--- src/rtl/sp_fmul_pkg.sv ---
package sp_fmul_pkg;

  typedef struct packed {
    logic nan;
    logic inf;
    logic zero;
    logic ovf;
    logic unf;
  } fm_flags_t;

  localparam int FLAG_W = $bits(fm_flags_t);

endpackage

--- src/rtl/sp_fmul_cla.sv ---
module sp_fmul_cla #(
  parameter int W = 10
) (
  input  logic [W-1:0] a,
  input  logic [W-1:0] b,
  input  logic         cin,
  output logic [W-1:0] sum
);

  logic [W:0]   c;
  logic [W-1:0] g;
  logic [W-1:0] p;

  assign c[0] = cin;

  generate
    for (genvar i = 0; i < W; i++) begin : g_bit
      assign g[i]   = a[i] & b[i];
      assign p[i]   = a[i] | b[i];
      assign c[i+1] = g[i] | (p[i] & c[i]);
      assign sum[i] = a[i] ^ b[i] ^ c[i];
    end
  endgenerate

  logic unused_cout;
  assign unused_cout = c[W];

endmodule

--- src/rtl/sp_fmul_sigmul.sv ---
module sp_fmul_sigmul #(
  parameter int SIG_W = 24,
  localparam int PROD_W = 2 * SIG_W
) (
  input  logic [SIG_W-1:0]  sig_a,
  input  logic [SIG_W-1:0]  sig_b,
  output logic [PROD_W-1:0] prod
);

  assign prod = sig_a * sig_b;

endmodule

--- src/rtl/sp_fmul_classify.sv ---
module sp_fmul_classify #(
  parameter int EXP_W  = 8,
  parameter int FRAC_W = 23,
  localparam int WORD_W = 1 + EXP_W + FRAC_W
) (
  input  logic [WORD_W-1:0] op,
  output logic              sign,
  output logic [EXP_W-1:0]  exp_f,
  output logic [FRAC_W:0]   sig,
  output logic              is_zero,
  output logic              is_inf,
  output logic              is_nan
);

  logic [FRAC_W-1:0] frac;
  logic              exp_max;

  assign sign    = op[WORD_W-1];
  assign exp_f   = op[WORD_W-2 -: EXP_W];
  assign frac    = op[FRAC_W-1:0];
  assign exp_max = &exp_f;
  assign is_zero = (exp_f == '0);
  assign is_inf  = exp_max && (frac == '0);
  assign is_nan  = exp_max && (frac != '0);
  assign sig     = {1'b1, frac};

endmodule

--- src/rtl/sp_fmul.sv ---
module sp_fmul
  import sp_fmul_pkg::*;
#(
  parameter int EXP_W  = 8,
  parameter int FRAC_W = 23,
  localparam int WORD_W = 1 + EXP_W + FRAC_W
) (
  input  logic              clk,
  input  logic              rst_n,
  input  logic              in_valid,
  output logic              in_ready,
  input  logic [WORD_W-1:0] in_a,
  input  logic [WORD_W-1:0] in_b,
  output logic              out_valid,
  input  logic              out_ready,
  output logic [WORD_W-1:0] out_data,
  output logic [FLAG_W-1:0] out_flags
);

  localparam int SIG_W  = FRAC_W + 1;
  localparam int PROD_W = 2 * SIG_W;
  localparam int SUM_W  = EXP_W + 2;
  localparam int BIAS   = (1 << (EXP_W - 1)) - 1;
  localparam int EMAX   = (1 << EXP_W) - 1;
  localparam logic [SUM_W-1:0]  NEG_BIAS = SUM_W'((1 << SUM_W) - BIAS);
  localparam logic [WORD_W-1:0] QNAN =
    {1'b0, {EXP_W{1'b1}}, 1'b1, {(FRAC_W-1){1'b0}}};

  // operand classification
  logic             sa, sb;
  logic [EXP_W-1:0] ea, eb;
  logic [FRAC_W:0]  siga, sigb;
  logic             za, zb, ia, ib, na, nb;

  sp_fmul_classify #(.EXP_W(EXP_W), .FRAC_W(FRAC_W)) u_cls_a (
    .op(in_a), .sign(sa), .exp_f(ea), .sig(siga),
    .is_zero(za), .is_inf(ia), .is_nan(na)
  );

  sp_fmul_classify #(.EXP_W(EXP_W), .FRAC_W(FRAC_W)) u_cls_b (
    .op(in_b), .sign(sb), .exp_f(eb), .sig(sigb),
    .is_zero(zb), .is_inf(ib), .is_nan(nb)
  );

  // significand path
  logic [PROD_W-1:0] prod;
  logic              norm;
  logic [FRAC_W-1:0] frac_r;

  sp_fmul_sigmul #(.SIG_W(SIG_W)) u_sig (
    .sig_a(siga), .sig_b(sigb), .prod(prod)
  );

  assign norm   = prod[PROD_W-1];
  assign frac_r = norm ? prod[PROD_W-2 -: FRAC_W] : prod[PROD_W-3 -: FRAC_W];

  logic unused_lo;
  assign unused_lo = ^prod[SIG_W-2:0];

  // exponent path: field sum, then offset removal with normalization carry-in
  logic [SUM_W-1:0] esum, eres;

  sp_fmul_cla #(.W(SUM_W)) u_cla_sum (
    .a({2'b00, ea}), .b({2'b00, eb}), .cin(1'b0), .sum(esum)
  );

  sp_fmul_cla #(.W(SUM_W)) u_cla_bias (
    .a(esum), .b(NEG_BIAS), .cin(norm), .sum(eres)
  );

  logic ovf, unf;
  assign unf = eres[SUM_W-1] || (eres == '0);
  assign ovf = !eres[SUM_W-1] && (eres >= SUM_W'(EMAX));

  // result selection
  logic              sign_r;
  logic [WORD_W-1:0] res;
  fm_flags_t         flg;

  assign sign_r = sa ^ sb;

  always_comb begin
    res = {sign_r, eres[EXP_W-1:0], frac_r};
    flg = '0;
    if (na || nb || (ia && zb) || (ib && za)) begin
      res      = QNAN;
      flg.nan  = 1'b1;
    end else if (ia || ib) begin
      res      = {sign_r, {EXP_W{1'b1}}, {FRAC_W{1'b0}}};
      flg.inf  = 1'b1;
    end else if (za || zb) begin
      res      = {sign_r, {(WORD_W-1){1'b0}}};
      flg.zero = 1'b1;
    end else if (ovf) begin
      res      = {sign_r, {EXP_W{1'b1}}, {FRAC_W{1'b0}}};
      flg.inf  = 1'b1;
      flg.ovf  = 1'b1;
    end else if (unf) begin
      res      = {sign_r, {(WORD_W-1){1'b0}}};
      flg.zero = 1'b1;
      flg.unf  = 1'b1;
    end
  end

  // output stage
  logic              vld_q;
  logic [WORD_W-1:0] data_q;
  fm_flags_t         flg_q;

  assign in_ready = !vld_q || out_ready;

  always_ff @(posedge clk or negedge rst_n) begin
    if (!rst_n) begin
      vld_q  <= 1'b0;
      data_q <= '0;
      flg_q  <= '0;
    end else if (in_ready) begin
      vld_q <= in_valid;
      if (in_valid) begin
        data_q <= res;
        flg_q  <= flg;
      end
    end
  end

  assign out_valid = vld_q;
  assign out_data  = data_q;
  assign out_flags = flg_q;

endmodule

--- config.mk ---
export PLATFORM = sky130hd
export DESIGN_NAME = sp_fmul
export DESIGN_NICKNAME = d
export VERILOG_FILES = /design/src/rtl/sp_fmul_pkg.sv /design/src/rtl/sp_fmul_cla.sv /design/src/rtl/sp_fmul_sigmul.sv /design/src/rtl/sp_fmul_classify.sv /design/src/rtl/sp_fmul.sv
export SDC_FILE = /design/constraint.sdc
export NUM_CORES = 1
export LEC_CHECK = 0
export ABC_AREA = 0
export BUFFER_PORTS_ARGS = -buffer_cell sky130_fd_sc_hd__buf_2
export CELL_PAD_IN_SITES_DETAIL_PLACEMENT = 1
export CELL_PAD_IN_SITES_GLOBAL_PLACEMENT = 2
export CORE_MARGIN = 2
export CORE_UTILIZATION = 37
export CTS_CLUSTER_DIAMETER = 200
export CTS_CLUSTER_SIZE = 12
export DETAILED_ROUTE_END_ITERATION = 8
export PLACE_DENSITY_LB_ADDON = 0.12
export SETUP_SLACK_MARGIN = 0.05
export SLEW_MARGIN = 20
export SYNTH_ARGS = -nofsm -noshare
export SYNTH_HDL_FRONTEND = slang
export SYNTH_SLANG_ARGS = --single-unit
export TNS_END_PERCENT = 30
--- constraint.sdc ---
create_clock -name clk -period 1.3 [get_ports clk]
set_input_delay 0 -clock clk [delete_from_list [all_inputs] [get_ports clk]]
set_output_delay 0 -clock clk [all_outputs]
set_load 0.1 [all_outputs]
==> impl_metrics.json <==
{
  "synthFlopType": "dfrtp_1",
  "cts_tree": "done",
  "timing.slew.headroom_pct": 65.3,
  "setup_viol_count_final": 37,
  "synth-seq-cells": 38,
  "synth.avg_cell_area_um2": 8.77,
  "failed_checks": "negative setup slack",
  "grt_pass1_vias": 19800,
  "nNetsFinal": 3475,
  "numClockSinks": 38,
  "route.detailed.wl_per_inst_um": 20.4,
  "final.min_clock_period_ns": 8.72,
  "max_cap_violations": 0,
  "first_pass_iters": 5,
  "die_h_um": 240,
  "crit_family": "adder cells",
  "synthTopCellsByCount": "591 x inv_1, 488 x fa_1, 347 x nand2_1, 219 x and2_1, 179 x ha_1",
  "path_clk_slew_ns": 0.06,
  "core_area_um2": 55100,
  "drive_above_1_share_pct": 24.2,
  "maxSlewViolCount": 0,
  "routed_wl_um": 71100,
  "slowest_stage": "fa_1",
  "drc_errors": 0,
  "cpMostUsedCell": "ha_4",
  "synth_top_area_share_pct": 47.3,
  "ys_seq_area_share_pct": 4.61,
  "hpwlAfterDp_um": 62700,
  "gp_congestion": 0.877,
  "cts_buffers": 5,
  "dp_slack_ns": -8.09,
  "via_per_inst": 4.90,
  "yosys_warnings": 0,
  "synth_area_leader_cell": "fa_1",
  "antenna_found_initial": 0,
  "vias": 17100,
  "overflow": 0,
  "synthTopCellsByArea": "fa_1 47%, ha_1 11%, inv_1 11%",
  "critPathBufInv": 13,
  "finClkSkew_ns": 0.00335,
  "synthArstFlopShare_pct": 100,
  "cts_buffer_depth": 2,
  "synth_edf_count": 0,
  "fill_cells": 6524,
  "rsz0062_at_grt": "true",
  "area_delta_synth_final_pct": 27.3,
  "cts_root_buffer": "clkbuf_16",
  "period_share_pct": 671,
  "path_max_fanout": 9,
  "cp-start-kind": "primary input",
  "crit_path_max_incr_delay_ns": 0.53,
  "crit_arrival_ns": 8.88,
  "tns_ns": -254.15,
  "min_path_type": "in2reg",
  "grt_pass1_wl_um": 113000,
  "tightest_slew_ns": 0.525,
  "fmaxAchievable_mhz": 115,
  "grt_use_total_pct": 25.9,
  "synth_area_um2": 20600,
  "crit_path_end_kind": "flop",
  "pin_count": 107,
  "io_buffers": 106,
  "start_util_pct": 37.5,
  "diodes": 0,
  "hold_violations": 0,
  "die_w_um": 240,
  "syn_inst": 2354,
  "drt-initial-drc-count": 682,
  "insertion_delay_ns": 0.28,
  "syn_nets": 3089,
  "drtAntennaViolNets": 0,
  "crit_type": "in2reg",
  "row_count": 86,
  "yosysMostFrequentCell": "inv_1",
  "h-tree-depth": 2,
  "synth_cell_types": 71,
  "crit_required_ns": 1.46,
  "status": "finished, violations left",
  "fin_ws_ns": -7.42,
  "grt_max_degree": 32,
  "dieArea_um2": 57700
}
-- placed cells by master, fill, tap and decap left out, drive strengths merged, types with 3 or more instances in the layout --
cell type  netlist  final
and3             8      8
o211ai          12     12
nor3            10     10
inv            592    593
fa             488    488
nor2            70     70
nand2          347    347
a22oi            6      6
xor2             9      9
a21o            12     12
a221o            5      5
o21a             5      5
o311ai           3      3
nor4            17     17
a21oi           58     58
dfrtp           38     38
nand4           19     19
a21boi           3      3
o21bai           8      8
nand2b           4      4
clkbuf          98      9
a31oi            5      5
o31ai           13     13
and2           219    219
a211oi           4      4
o21ai           37     37
xnor2           12     12
a32oi            5      5
buf             12    483
nand3           13     13
nand3b           4      4
mux2i            4      4
ha             179    179
-- cell families after synthesis --
group | after synthesis | share of synthesized area (%)
simple gates | 726 | 17.0
compound gates | 194 | 6.21
flops | 38 | 4.61
mux | 4 | 0.194
buf+inv | 704 | 12.9
fa+ha+maj | 667 | 58.2
xor+xnor | 21 | 0.927
-- worst min-delay path: cells and delay by family --
family          cells  cell delay (ns)
xor+xnor            1             0.12
compound gates      1             0.06
buf+inv             1             0.08
-- area by class of cell --
class                      instances  area [µm²]  share of cell area [%]
sequential                        38         951                    3.62
tap                              748         936                    3.56
multi-input combinational       1612       17900                    68.2
clock buffer                       7         133                   0.505
timing repair buffer             489        4060                    15.4
inverter                         594        2250                    8.55
clock inverter                     1        30.0                   0.114
-- sequential cells by signal, summed over array words and instances (netlist names) --
register / flops
out_data: 32
out_flags: 5
out_valid: 1
-- path summary, 6_finish.rpt --
| check | slack (ns) | end | startpoint | cells after the start |
|---|---|---|---|---|
| worst max-delay path | -7.42 | out_data[21]$_DFFE_PN0P_ | in_b[8] | 45 |
| worst min-delay path | 0.02 | out_data[31]$_DFFE_PN0P_ | in_a[31] | 3 |
| worst max register to register | -0.47 | out_data[17]$_DFFE_PN0P_ | out_valid$_DFFE_PN0N_ | 9 |
| worst min register to register | 0.49 | out_data[31]$_DFFE_PN0P_ | out_data[31]$_DFFE_PN0P_ | 2 |
| max in group asynchronous | 0.54 | out_flags[0]$_DFFE_PN0P_ | rst_n | 3 |
| min in group asynchronous | 0.23 | out_valid$_DFFE_PN0N_ | rst_n | 2 |
-- layer usage --
| layer | vias to the layer above | wire length (µm) | global-route usage [%] | part of all wire, % |
|---|---|---|---|---|
| li1 | 7752 | - | - | - |
| met4 | 0 | 1670 | 5.21 | 2.4 |
| met5 | - | 0 | 0 | 0 |
| met3 | 62 | 2430 | 1.94 | 3.4 |
| met1 | 8980 | 31900 | 35.6 | 45 |
| met2 | 290 | 35100 | 44.9 | 49 |
-- through the flow --
stage | hold slack (ns) | cell area, µm² | utilization (%) | cells
4_1_cts | 0.0173 | 25900 | 47.0 | 3483
2_1_floorplan | -0.296 | 21300 | - | 2354
5_1_grt | 0.0496 | 26300 | 47.7 | 3489
6_report | 0.0238 | 26300 | 47.7 | 3489
3_5_place_dp | -0.00139 | 24900 | 45.2 | 3452
3_3_place_gp | -0.0102 | 24900 | 45.2 | 3452
-- timing repair --
| item | CTS | global route |
|---|---|---|
| setup buffers | 19 | 6 |
| pin swaps | 55 | 16 |
| cloned | 2 | 1 |
| hold buffers | 2 | 0 |
| endpoints found under the setup margin | 37 | 37 |
| resized for setup | 158 | 77 |
| hold endpoints to repair | 20 | 0 |
Power is not shown: default switching activity piles up to over one toggle a cycle in this logic, so the estimate is an artifact.
